## config.mk

```make
export PLATFORM = sky130hd
export DESIGN_NAME = codec_spi_regs
export DESIGN_NICKNAME = d
export VERILOG_FILES = /design/src/rtl/codec_spi_pkg.sv /design/src/rtl/codec_spi_sync.sv /design/src/rtl/codec_spi_frame.sv /design/src/rtl/codec_spi_regfile.sv /design/src/rtl/codec_spi_regs.sv
export SDC_FILE = /design/constraint.sdc
export NUM_CORES = 1
export LEC_CHECK = 0
export BUFFER_PORTS_ARGS = -buffer_cell sky130_fd_sc_hd__buf_2
export CORE_ASPECT_RATIO = 0.7
export CORE_MARGIN = 3
export CORE_UTILIZATION = 45
export CTS_CLUSTER_DIAMETER = 120
export DETAILED_ROUTE_END_ITERATION = 12
export SLEW_MARGIN = 0
export SYNTH_ARGS = -nofsm -noshare
export SYNTH_HDL_FRONTEND = slang
export SYNTH_HIERARCHICAL = 1
export SYNTH_SLANG_ARGS = --single-unit
```

## constraint.sdc

```tcl
create_clock -name clk -period 2.75 [get_ports clk]
set_input_delay 0.275 -clock clk [delete_from_list [all_inputs] [get_ports clk]]
set_output_delay 0.275 -clock clk [all_outputs]
set_load 0.01 [all_outputs]
```

## src/rtl/codec_spi_pkg.sv

```systemverilog
package codec_spi_pkg;

   localparam int MAP_ADDR_W = 7;
   localparam int MAP_DATA_W = 8;
   localparam int NUM_REGS   = 6;

   typedef struct packed {
      logic [MAP_ADDR_W-1:0] addr;
      logic [MAP_DATA_W-1:0] mask;
      logic [MAP_DATA_W-1:0] init;
   } reg_desc_t;

   // Register map: address, implemented bits, value after reset
   function automatic reg_desc_t reg_desc(input int idx);
      reg_desc_t d;
      case (idx)
         0:       d = '{addr: 7'h00, mask: 8'hFF, init: 8'h00}; // power enables
         1:       d = '{addr: 7'h02, mask: 8'h1F, init: 8'h05}; // line-in gain R
         2:       d = '{addr: 7'h06, mask: 8'h3F, init: 8'h00}; // line-out gain R
         3:       d = '{addr: 7'h08, mask: 8'h3F, init: 8'h00}; // mixer
         4:       d = '{addr: 7'h0A, mask: 8'h3F, init: 8'h02}; // format
         default: d = '{addr: 7'h10, mask: 8'h07, init: 8'h00}; // resets
      endcase
      return d;
   endfunction

endpackage

```

## src/rtl/codec_spi_sync.sv

```systemverilog
module codec_spi_sync #(
   parameter int   STAGES  = 2,
   parameter logic RST_VAL = 1'b0
) (
   input  logic clk,
   input  logic rst_n,
   input  logic d,
   output logic q
);

   if (STAGES < 2) begin : g_bad_depth
      $error("codec_spi_sync: STAGES must be at least 2");
   end

   logic [STAGES-1:0] chain_q;

   always_ff @(posedge clk or negedge rst_n) begin
      if (!rst_n) chain_q <= {STAGES{RST_VAL}};
      else        chain_q <= {chain_q[STAGES-2:0], d};
   end

   assign q = chain_q[STAGES-1];

endmodule

```

## src/rtl/codec_spi_frame.sv

```systemverilog
module codec_spi_frame #(
   parameter int ADDR_W      = 7,
   parameter int DATA_W      = 8,
   parameter int SYNC_STAGES = 2
) (
   input  logic              clk,
   input  logic              rst_n,
   input  logic              sclk,
   input  logic              cs_n,
   input  logic              sdi,
   input  logic [DATA_W-1:0] rd_data,
   output logic [ADDR_W-1:0] rd_addr,
   output logic              wr_stb,
   output logic [ADDR_W-1:0] wr_addr,
   output logic [DATA_W-1:0] wr_data,
   output logic              sdo,
   output logic              sdo_oe
);

   localparam int HDR_BITS   = 1 + ADDR_W;
   localparam int FRAME_BITS = HDR_BITS + DATA_W;
   localparam int CNT_W      = $clog2(FRAME_BITS + 1);
   localparam int SH_W       = (ADDR_W > DATA_W) ? ADDR_W : DATA_W;
   localparam logic [CNT_W-1:0] CNT_HDR_LAST = CNT_W'(HDR_BITS - 1);
   localparam logic [CNT_W-1:0] CNT_HDR      = CNT_W'(HDR_BITS);
   localparam logic [CNT_W-1:0] CNT_LAST     = CNT_W'(FRAME_BITS - 1);
   localparam logic [CNT_W-1:0] CNT_FULL     = CNT_W'(FRAME_BITS);
   // reset value per synchronised line: {sclk, cs_n, sdi}
   localparam logic [2:0] SYNC_RST = 3'b110;

   if (ADDR_W < 2 || DATA_W < 2) begin : g_bad_width
      $error("codec_spi_frame: ADDR_W and DATA_W must be at least 2");
   end

   logic [2:0] raw_in, sync_out;
   assign raw_in = {sclk, cs_n, sdi};

   for (genvar g = 0; g < 3; g++) begin : g_sync
      codec_spi_sync #(.STAGES(SYNC_STAGES), .RST_VAL(SYNC_RST[g])) u_sync (
         .clk   (clk),
         .rst_n (rst_n),
         .d     (raw_in[g]),
         .q     (sync_out[g])
      );
   end

   logic sclk_s, cs_s, sdi_s;
   assign sclk_s = sync_out[2];
   assign cs_s   = sync_out[1];
   assign sdi_s  = sync_out[0];

   logic sclk_d;
   always_ff @(posedge clk or negedge rst_n) begin
      if (!rst_n) sclk_d <= 1'b1;
      else        sclk_d <= sclk_s;
   end

   logic fall, rise;
   assign fall = sclk_d & ~sclk_s & ~cs_s;
   assign rise = ~sclk_d & sclk_s & ~cs_s;

   logic [CNT_W-1:0]  cnt_q;
   logic [SH_W-1:0]   in_sh;
   logic              hdr_rw_q;
   logic [ADDR_W-1:0] hdr_addr_q;
   logic [DATA_W-1:0] out_sh;
   logic              sdo_q, oe_q;
   logic              take;

   assign take    = fall && (cnt_q < CNT_FULL);
   assign rd_addr = {in_sh[ADDR_W-2:0], sdi_s};

   // bit counter and input shifter
   always_ff @(posedge clk or negedge rst_n) begin
      if (!rst_n) begin
         cnt_q <= '0;
         in_sh <= '0;
      end else if (cs_s) begin
         cnt_q <= '0;
      end else if (take) begin
         cnt_q <= cnt_q + 1'b1;
         in_sh <= {in_sh[SH_W-2:0], sdi_s};
      end
   end

   // header capture and commit of a complete write frame
   always_ff @(posedge clk or negedge rst_n) begin
      if (!rst_n) begin
         hdr_rw_q   <= 1'b0;
         hdr_addr_q <= '0;
         wr_stb     <= 1'b0;
         wr_addr    <= '0;
         wr_data    <= '0;
      end else begin
         wr_stb <= 1'b0;
         if (!cs_s && take && cnt_q == CNT_HDR_LAST) begin
            hdr_rw_q   <= in_sh[ADDR_W-1];
            hdr_addr_q <= rd_addr;
         end
         if (!cs_s && take && cnt_q == CNT_LAST && !hdr_rw_q) begin
            wr_stb  <= 1'b1;
            wr_addr <= hdr_addr_q;
            wr_data <= {in_sh[DATA_W-2:0], sdi_s};
         end
      end
   end

   // read shifter: loaded with the header, advanced on rising edges
   always_ff @(posedge clk or negedge rst_n) begin
      if (!rst_n) begin
         out_sh <= '0;
         sdo_q  <= 1'b0;
         oe_q   <= 1'b0;
      end else begin
         oe_q <= ~cs_s;
         if (cs_s) begin
            out_sh <= '0;
            sdo_q  <= 1'b0;
         end else begin
            if (take && cnt_q == CNT_HDR_LAST)
               out_sh <= in_sh[ADDR_W-1] ? rd_data : '0;
            else if (rise && cnt_q >= CNT_HDR && cnt_q <= CNT_LAST) begin
               sdo_q  <= out_sh[DATA_W-1];
               out_sh <= {out_sh[DATA_W-2:0], 1'b0};
            end
         end
      end
   end

   assign sdo    = sdo_q;
   assign sdo_oe = oe_q;


   wr_full_frame_chk: assert property (@(posedge clk) disable iff (!rst_n)
      wr_stb |-> (cnt_q == CNT_FULL));


   wr_single_chk: assert property (@(posedge clk) disable iff (!rst_n)
      wr_stb |=> !wr_stb);


   cs_clear_chk: assert property (@(posedge clk) disable iff (!rst_n)
      cs_s |=> (cnt_q == '0));

endmodule

```

## src/rtl/codec_spi_regfile.sv

```systemverilog
module codec_spi_regfile
   import codec_spi_pkg::*;
(
   input  logic                           clk,
   input  logic                           rst_n,
   input  logic                           wr_stb,
   input  logic [MAP_ADDR_W-1:0]          wr_addr,
   input  logic [MAP_DATA_W-1:0]          wr_data,
   input  logic [MAP_ADDR_W-1:0]          rd_addr,
   output logic [MAP_DATA_W-1:0]          rd_data,
   output logic [NUM_REGS*MAP_DATA_W-1:0] regs_flat
);

   logic [MAP_DATA_W-1:0] reg_q   [NUM_REGS];
   logic [MAP_DATA_W-1:0] rd_term [NUM_REGS];

   for (genvar i = 0; i < NUM_REGS; i++) begin : g_reg
      localparam reg_desc_t DESC = reg_desc(i);

      if ((DESC.init & ~DESC.mask) != '0) begin : g_bad_init
         $error("codec_spi_regfile: reset value exceeds register width");
      end

      always_ff @(posedge clk or negedge rst_n) begin
         if (!rst_n)
            reg_q[i] <= DESC.init;
         else if (wr_stb && wr_addr == DESC.addr)
            reg_q[i] <= wr_data & DESC.mask;
      end

      assign rd_term[i] = (rd_addr == DESC.addr) ? reg_q[i] : '0;
      assign regs_flat[i*MAP_DATA_W +: MAP_DATA_W] = reg_q[i];


      reg_hold_chk: assert property (@(posedge clk) disable iff (!rst_n)
         !wr_stb |=> $stable(reg_q[i]));
   end

   always_comb begin
      rd_data = '0;
      for (int k = 0; k < NUM_REGS; k++)
         rd_data = rd_data | rd_term[k];
   end

endmodule

```

## src/rtl/codec_spi_regs.sv

```systemverilog
module codec_spi_regs
   import codec_spi_pkg::*;
#(
   parameter int ADDR_W      = MAP_ADDR_W,
   parameter int DATA_W      = MAP_DATA_W,
   parameter int SYNC_STAGES = 2
) (
   input  logic       clk,
   input  logic       rst_n,
   input  logic       spi_sclk,
   input  logic       spi_cs_n,
   input  logic       spi_sdi,
   output logic       spi_sdo,
   output logic       spi_sdo_oe,
   output logic [7:0] pwr_en,
   output logic [4:0] lin_gain_r,
   output logic [5:0] lout_gain_r,
   output logic [5:0] mix_ctrl,
   output logic [5:0] fmt_ctrl,
   output logic [2:0] rst_ctrl
);

   if (ADDR_W != MAP_ADDR_W || DATA_W != MAP_DATA_W) begin : g_bad_map
      $error("codec_spi_regs: frame widths must match the register map");
   end

   logic [ADDR_W-1:0]              rd_addr, wr_addr;
   logic [DATA_W-1:0]              rd_data, wr_data;
   logic                           wr_stb;
   logic [NUM_REGS*MAP_DATA_W-1:0] regs_flat;

   codec_spi_frame #(
      .ADDR_W      (ADDR_W),
      .DATA_W      (DATA_W),
      .SYNC_STAGES (SYNC_STAGES)
   ) u_frame (
      .clk     (clk),
      .rst_n   (rst_n),
      .sclk    (spi_sclk),
      .cs_n    (spi_cs_n),
      .sdi     (spi_sdi),
      .rd_data (rd_data),
      .rd_addr (rd_addr),
      .wr_stb  (wr_stb),
      .wr_addr (wr_addr),
      .wr_data (wr_data),
      .sdo     (spi_sdo),
      .sdo_oe  (spi_sdo_oe)
   );

   codec_spi_regfile u_regs (
      .clk       (clk),
      .rst_n     (rst_n),
      .wr_stb    (wr_stb),
      .wr_addr   (wr_addr),
      .wr_data   (wr_data),
      .rd_addr   (rd_addr),
      .rd_data   (rd_data),
      .regs_flat (regs_flat)
   );

   assign pwr_en      = regs_flat[0*MAP_DATA_W +: 8];
   assign lin_gain_r  = regs_flat[1*MAP_DATA_W +: 5];
   assign lout_gain_r = regs_flat[2*MAP_DATA_W +: 6];
   assign mix_ctrl    = regs_flat[3*MAP_DATA_W +: 6];
   assign fmt_ctrl    = regs_flat[4*MAP_DATA_W +: 6];
   assign rst_ctrl    = regs_flat[5*MAP_DATA_W +: 3];


   sdo_quiet_chk: assert property (@(posedge clk) disable iff (!rst_n)
      !spi_sdo_oe |-> !spi_sdo);

endmodule

```

# Word level (Yosys, flattened, before mapping)
# Index checks and enable logic that the tools add are counted.
# op_classes
n_bitwise	12
reduce_logical	23
mux	16
n_addsub	1
eq_ne	13
magnitude_cmp	3
# op_table
op	count
$mux W8	5
$eq A7 B4 Y1 const B	4
$or A8 B8 Y8	3
$mux W6	3
$mux W5	3
$eq A7 B2 Y1 const B	2
$eq A7 B3 Y1 const B	2
$eq A7 B5 Y1 const B	2
$logic_and A1 B1 Y1	14
$logic_not A7 Y1	2
$or A8 B3 Y8	1
$or A8 B6 Y8	1
$add A5 B1 Y5 const B	1
$eq A5 B3 Y1 const B	1
$eq A5 B4 Y1 const B	1
$ge A5 B4 Y1 const B	1
$le A5 B4 Y1 const B	1
$lt A5 B5 Y1 const B	1
$and A1 B1 Y1	4
$mux W1	4
$reduce_and A2 Y1	2
$reduce_bool A2 Y1	2
$mux W3	1
$not A1 Y1	3
other kinds (3)	4
# word_totals
word_cells	88
input_bits	5
register_bits	87
out_inout_bits	36

# Longest topological paths before layout
# Gate-level depths: netlist (run 1).
# logic_depth
depth_word	10
ltp_mapped	8
depth_no_buf	7

# By module
# The synthesis (run 1) kept the hierarchy.
# modules_own_cells
module	n_inst	seq_area_each_um2	area_per_inst_um2	cells_each
codec_spi_frame	1	1177.4	2219.6	163
codec_spi_regfile	1	854.6	1868.0	146
codec_spi_sync at u_frame.g_sync[1].u_sync ...	2	52.6	52.6	2
codec_spi_sync at u_frame.g_sync[0].u_sync	1	50.0	50.0	2

# Least setup slack after synthesis (run 1)
# Ideal clock, no wire load.
# synth_timing
kind	flip-flop to flip-flop
start	register u_frame.cnt_q[0]
end	register u_frame.out_sh[1]
required_ns	2.627
setup_time_ns	0.123
arrival_ns	1.986
n_path_buf	1
path_slack_ns	0.640
path_stages_with_launch	9
synth_period_minus_slack_ns	2.110
cell_sequence	dfrtp_1 > ha_1 > and3_1 > ha_1 > mux2_2 > a31oi_4 > and2_4 > buf_6 > o31ai_2
# synth_between
elab_chain_cells	5
word_cells_on_any_way	11
classes_between	order compare (3); eq/ne (1); mux (2); reduce/logical (5)
# synth_lines
element	line_no	rtl
from (decl)	codec_spi_frame.sv:62	logic [CNT_W-1:0] cnt_q;
from (signal assigned)	codec_spi_frame.sv:81	cnt_q <= cnt_q + 1'b1;
$lt A5 B5 Y1	codec_spi_frame.sv:70	assign take = fall && (cnt_q < CNT_FULL);
$logic_and A1 B1 Y1	codec_spi_frame.sv:70	
$logic_and A1 B1 Y1	codec_spi_frame.sv:120	if (take && cnt_q == CNT_HDR_LAST)
$mux W8	codec_spi_frame.sv:120	
$mux W8	codec_spi_frame.sv:116	if (cs_s) begin
to (signal assigned)	codec_spi_frame.sv:121	out_sh <= in_sh[ADDR_W-1] ? rd_data : '0;
to (signal assigned)	codec_spi_frame.sv:124	out_sh <= {out_sh[DATA_W-2:0], 1'b0};
to (decl)	codec_spi_frame.sv:66	logic [DATA_W-1:0] out_sh;
# Parallel ways exist; a longest one is shown, timed or not.
# A chain may end at the register's enable or synchronous reset.

# Worst setup path in the final report (run 1)
# layout_timing
start	register u_frame.cnt_q[0]
end	register u_frame.out_sh[3]
# The elaborated chain is that of the path after synthesis.

==> results of run 1 <==
metal layers:
layer  vias up  share of wire, %  global-route usage (%)
met5         -                 0                       0
met4         0              0.99                   6.070
met3         6               4.1                   4.827
met2        49                45                   27.32
met1      1308                50                   25.92
li1       1156                 -                       -
critical path, cell delays in order (launching register included):
cell and delay, ns:
dfrtp_1 0.43, ha_1 0.29, and3_1 0.21, ha_1 0.23, mux2_2 0.32, a31oi_4 0.31, and2_4 0.27, o31ai_2 0.09
registers in the layout (all words and copies together) (netlist names):
register / flops
u_frame/hdr_addr_q: 7
u_frame/out_sh: 8
u_frame/cnt_q: 5
u_frame/wr_stb: 1
u_frame/sdo: 1
u_frame/wr_data: 8
u_frame/sdo_oe: 1
u_frame/g_sync.u_sync/chain_q: 6
u_frame/wr_addr: 7
u_frame/hdr_rw_q: 1
u_frame/sclk_d: 1
u_regs/regs_flat: 34
u_frame/in_sh: 7
layout make-up:
| cell class | instances | area (um2) |
|---|---|---|
| Multi-Input combinational cell | 186 | 1764 |
| Clock buffer | 12 | 236.5 |
| Sequential cell | 87 | 2187 |
| Inverter | 6 | 22.52 |
| Tap cell | 120 | 150.1 |
| Clock inverter | 4 | 95.09 |
| Timing Repair Buffer | 46 | 250.2 |
| Fill cell | 775 | 3983 |
placed cells by master, fill, tap and decap left out, types with 2 or more instances in the layout:
master and count:
dfstp_2 8, bufinv_16 3, nand2b_1 3, mux2_2 61, mux2i_1 11, buf_4 6, ha_1 3, xor2_1 2
clkbuf_1 3, nor2_1 11, o22ai_1 3, a21oi_1 4, and3_1 4, dfrtp_1 79, and2_1 7, nand4_1 8
nor4b_4 2, nor3b_1 2, inv_1 6, clkbuf_16 9, o31ai_2 7, nand3_1 18, nor4_4 2, buf_2 39
nor2b_1 2, mux2_4 12, nand2_1 5
stage by stage:
stage                     hold WS (ns)  worst slack [ns]
after floorplan               -0.02059            0.6404
after global placement          0.3125            0.5652
after global routing           0.02446            0.3573
after CTS                      0.02548            0.4706
final                          0.03989            0.4618
after detailed placement        0.3141            0.4840
path summary, 6_finish.rpt:
kind / startpoint / end / slack (ns) / cells past startpoint
hold reg to reg: u_frame/g_sync[1].u_sync/chain_q[0] / u_frame/g_sync[1].u_sync/chain_q[1] / 0.35 / 0
setup reg to reg: u_frame/cnt_q[0] / u_frame/out_sh[3] / 0.46 / 7
hold / removal: spi_sclk / u_frame/g_sync[2].u_sync/chain_q[0] / 0.04 / 1
min in group asynchronous: rst_n / u_regs/regs_flat[20] / 0.48 / 2
max in group asynchronous: rst_n / u_regs/regs_flat[10] / 1.53 / 3
setup / recovery: u_frame/cnt_q[0] / u_frame/out_sh[3] / 0.46 / 7
power groups by stage:
stage	clock, mW	sequential [mW]	combinational (mW)
final	1.35	1.46	0.182
after CTS	1.39	1.46	0.183
after detailed placement	0	1.49	0.181
after global placement	0	1.49	0.178
after floorplan	0	1.39	0.221
after global routing	1.45	1.48	0.202
timing repair:
action / in CTS / in global routing
endpoints found under the hold margin: 35 / 0
hold buffers: 1 / 0
buffers inserted: 0 / 0
==> out/results.ini, run 1 <==
[route]
final_antenna_net_count = 0
drtPass1Iterations = 6
wl_per_cell_um = 18.54
drc = 0
first_iter_violations = 167
routed_wl_mm = 8.545
vias = 2519
vias_per_cell = 5.464

[cells_and_area]
postLayoutCellArea_um2 = 4706
drive_gt1_share_pct = 46.33
syn_to_final_growth_pct = 13.83
nNetsFinal = 344
diodes = 0
final_util_pct = 54.16
stdcell_count = 461

[clock_network]
clk_path_buf_depth = 2
clock_latency_ns = 0.34
cts-htree-levels = 3
cts_resized = 0
cts_buffers = 9
path_clk_slew_ns = 0.06
clkSinkCount = 87
cts-root-buf = clkbuf_16
cts_tree = done

[sta]
final_max_slew_viol_count = 0
clock_skew_ns = 0.007035
final.min_clock_period_ns = 2.288
hold_viol = 0
final.setup.tns_ns = 0
timing.fmax_mhz = 437.0
worst_pin_slew_ns = 0.7261
setup_viol = 0
slew_headroom_pct = 51.39
period_share_pct = 83.21
rsz0062_at_grt = false

[floorplanning]
die_h_um = 86.19
die_w_um = 120.6
start_util_pct = 47.58
fp-row-count = 28
core_area_um2 = 8688
ios = 41
die_area_um2 = 10390

[power_and_ir_drop]
p_leak_nw = 2.336
power_frac_comb_pct = 6.1
pwr-share-clk_pct = 45.1
power_density_nw_per_um2 = 637.2
report.power.total_mw = 2.999
p_sw_share_pct = 23.22
p_sw_mw = 0.6963
pwr-share-seq_pct = 48.8
ir_drop_v = 0.0004207
p_int_mw = 2.302

[setup_path]
worstSetupEndpointType = register
crit_path_start_kind = register
crit_required_ns = 2.95
crit_type = register to register
critPathArrivalTime_ns = 2.48
cp_max_fo = 8

[min_path]
hold_path.class = input port to register

[grt]
grt_use_total_pct = 18.22
gr-total-overflow = 0
grt_pass1_vias = 2605
grt_max_degree = 45
grt_pass1_wl_mm = 14.35
antenna_found_initial = 0

[yosys]
syn_inst = 300
synth_warnings = 6
avgSynthCellArea_um2 = 13.78
syn_area_um2 = 4134
syn_nets = 308

[placed_design]
placedCellCount = 444
routabilityCongestion = 0.8201
io_buffer_count = 40
dp_hpwl_mm = 5.953
place_area_um2 = 4364

[flow_run]
max_cap_violations = 0

[status]
status = finished clean

(Power assumes the default switching activity.)
==> run 2: changes to the inputs <==
ABC_AREA = 1   (was not set)
clock period = 2.2 ns   (was 2.75 ns; I/O delays follow)
==> run 2 against run 1 <==
Die area grew 3.0%. Total power up 16%. Synthesized cell count is 61% higher. Register-to-register slack worse by 0.16 ns. Clock power rose by 11%. Sequential share of layout area is 1.2 points lower. Clock skew barely moved. Hold slack better by 0.32 ns.
==> out/results.ini, run 2 <==
[setup_path]
ff2ff_setup_slack_ns = 0.30
crit-reg2reg-launch = u_frame/cnt_q[0]
crit_family = simple AND/OR/NAND/NOR gates
cp_max_fo = 10
crit_path_start_kind = register
crit_required_ns = 2.48
worstRegToRegCells = 10
crit_type = register to register
worstSetupEndpointType = register
cp_cell_sequence = ha_1 > inv_1 > nor3_1 > ha_1 > inv_1 > nand2_1 > nand2_2 > nand3_1 > nand2_1 > nand2_1
critPathArrivalTime_ns = 2.17
reg2reg_to = u_frame/out_sh[5]
crit_path_frequent_cell = nand2_1
cp_num_buf_inv = 2
critPathSlowestCell = dfrtp_1
max_stage_delay_ns = 0.40

[cells_and_area]
postLayoutCellArea_um2 = 4831
final_util_pct = 52.83
multi_input_area_um2 = 1669
fillers = 891
final_common_cell = nand2_1
seqCellArea_um2 = 2187
layout_common_cells = nand2_1, dfrtp_1, inv_1
largest_reg_flops = 34
diodes = 0
nNetsFinal = 527
syn_to_final_growth_pct = 13.23
drive_gt1_share_pct = 26.53

[sta]
hold_viol = 0
final.min_clock_period_ns = 1.895
worst_pin_slew_ns = 0.5545
slew_headroom_pct = 63.04
setup_viol = 0
final_max_slew_viol_count = 0
period_share_pct = 86.14
rsz0062_at_grt = false
clock_skew_ns = 0.007104
final.setup.tns_ns = 0
timing.fmax_mhz = 527.7

[placed_design]
dp_hpwl_mm = 6.934
place_area_um2 = 4486
routabilityCongestion = 0.8643
io_buffer_count = 40

[power_and_ir_drop]
ir_drop_v = 0.0005803
power_frac_comb_pct = 8.5
p_leak_nw = 2.327
report.power.total_mw = 3.490
pwr-share-seq_pct = 48.6
p_int_mw = 2.606
pwr-share-clk_pct = 43.0
power_density_nw_per_um2 = 722.4
p_sw_share_pct = 25.31
p_sw_mw = 0.8831

[floorplanning]
start_util_pct = 46.66
die_h_um = 87.47
die_w_um = 122.4
die_area_um2 = 10700
fp-row-count = 29
ios = 41
core_area_um2 = 9144

[route]
vias_per_cell = 4.929
first_iter_violations = 228
routed_wl_mm = 9.480
final_antenna_net_count = 0
wl_per_cell_um = 14.63
drtPass1Iterations = 6
drc = 0
vias = 3194

[grt]
antenna_found_initial = 0
grt_pass1_vias = 2961
grt_pass1_wl_mm = 15.77
grt_use_total_pct = 19.60
gr-total-overflow = 0
grt_max_degree = 41

[yosys]
synth_warnings = 6
syn_nets = 490
syn_area_um2 = 4267
avgSynthCellArea_um2 = 8.852
syn_inst = 482

[flow_run]
max_cap_violations = 0

[clock_network]
clk_path_buf_depth = 2
cts_buffers = 9
cts_tree = done
post_cts_buffers = 0
clock_latency_ns = 0.34
cts-root-buf = clkbuf_16
cts-htree-levels = 3
clkSinkCount = 87
path_clk_slew_ns = 0.06

[status]
status = finished clean

[min_path]
worstHoldStart = u_frame/g_sync[1].u_sync/chain_q[0]
whs_path_depth = 0
hold_end = u_frame/g_sync[1].u_sync/chain_q[1]
hold_path.class = register to register

run 2: cell types whose count changed in the layout (fill, tap and decap cells not counted), sizes merged, moves of 5 or more:
cell,before,now
mux2i,11,0
mux2,73,0
nand3,18,41
nor3,1,6
o31ai,7,1
nand2,5,149
inv,6,57
and2,8,0
nor2,11,33
o21ai,1,60
run 2: worst max-delay path by stage:
stage / from / endpoint / slack [ns] / depth (start not counted)
CTS: u_frame/cnt_q[0] / u_frame/out_sh[5] / 0.30 / 10
finish: u_frame/cnt_q[0] / u_frame/out_sh[5] / 0.30 / 10
global placement: u_frame/cnt_q[0] / u_frame/out_sh[1] / 0.39 / 10
global route: u_frame/cnt_q[0] / u_frame/out_sh[5] / 0.12 / 10
floorplan: u_frame/cnt_q[0] / u_frame/out_sh[1] / 0.58 / 10
detailed placement: u_frame/cnt_q[0] / u_frame/out_sh[5] / 0.32 / 10
run 2: through the flow:
stage               instances  hold slack, ns  worst slack, ns
CTS                       648          0.3564           0.3037
global route              648          0.3597           0.1161
finish                    648          0.3556           0.3050
global placement          628          0.2564           0.3906
detailed placement        628          0.2503           0.3242
floorplan                 482        -0.07559           0.5787
run 2: repair_timing:
| action | 4_1_cts | 5_1_grt |
|---|---|---|
| hold endpoints to repair | 40 | 0 |
| resized for setup | 0 | 0 |
| hold buffers | 4 | 0 |
run 2: power groups by stage:
stage | Combinational [mW] | Clock, mW | Sequential, mW
6_report | 0.295 | 1.50 | 1.69
5_1_grt | 0.336 | 1.63 | 1.70
4_1_cts | 0.298 | 1.55 | 1.69
3_5_place_dp | 0.292 | 0 | 1.72
3_3_place_gp | 0.287 | 0 | 1.72
2_1_floorplan | 0.278 | 0 | 1.69
run 2: final cells by class:
type / instances / share of cell area, %
flip-flops and latches: 87 / 45.27
multi-input cells: 314 / 34.55
repair buffers: 50 / 6.216
clock buffers: 13 / 5.802
inverters: 57 / 4.429
well taps: 124 / 3.212
clock inverters: 3 / 0.5180
run 2: metal layers:
metal | up-vias | wire (um) | track usage, %
met2 | 56 | 4140 | 27.62
met5 | - | 0 | 0
li1 | 1616 | - | -
met4 | 0 | 97 | 5.793
met3 | 7 | 572 | 5.325
met1 | 1515 | 4669 | 29.44
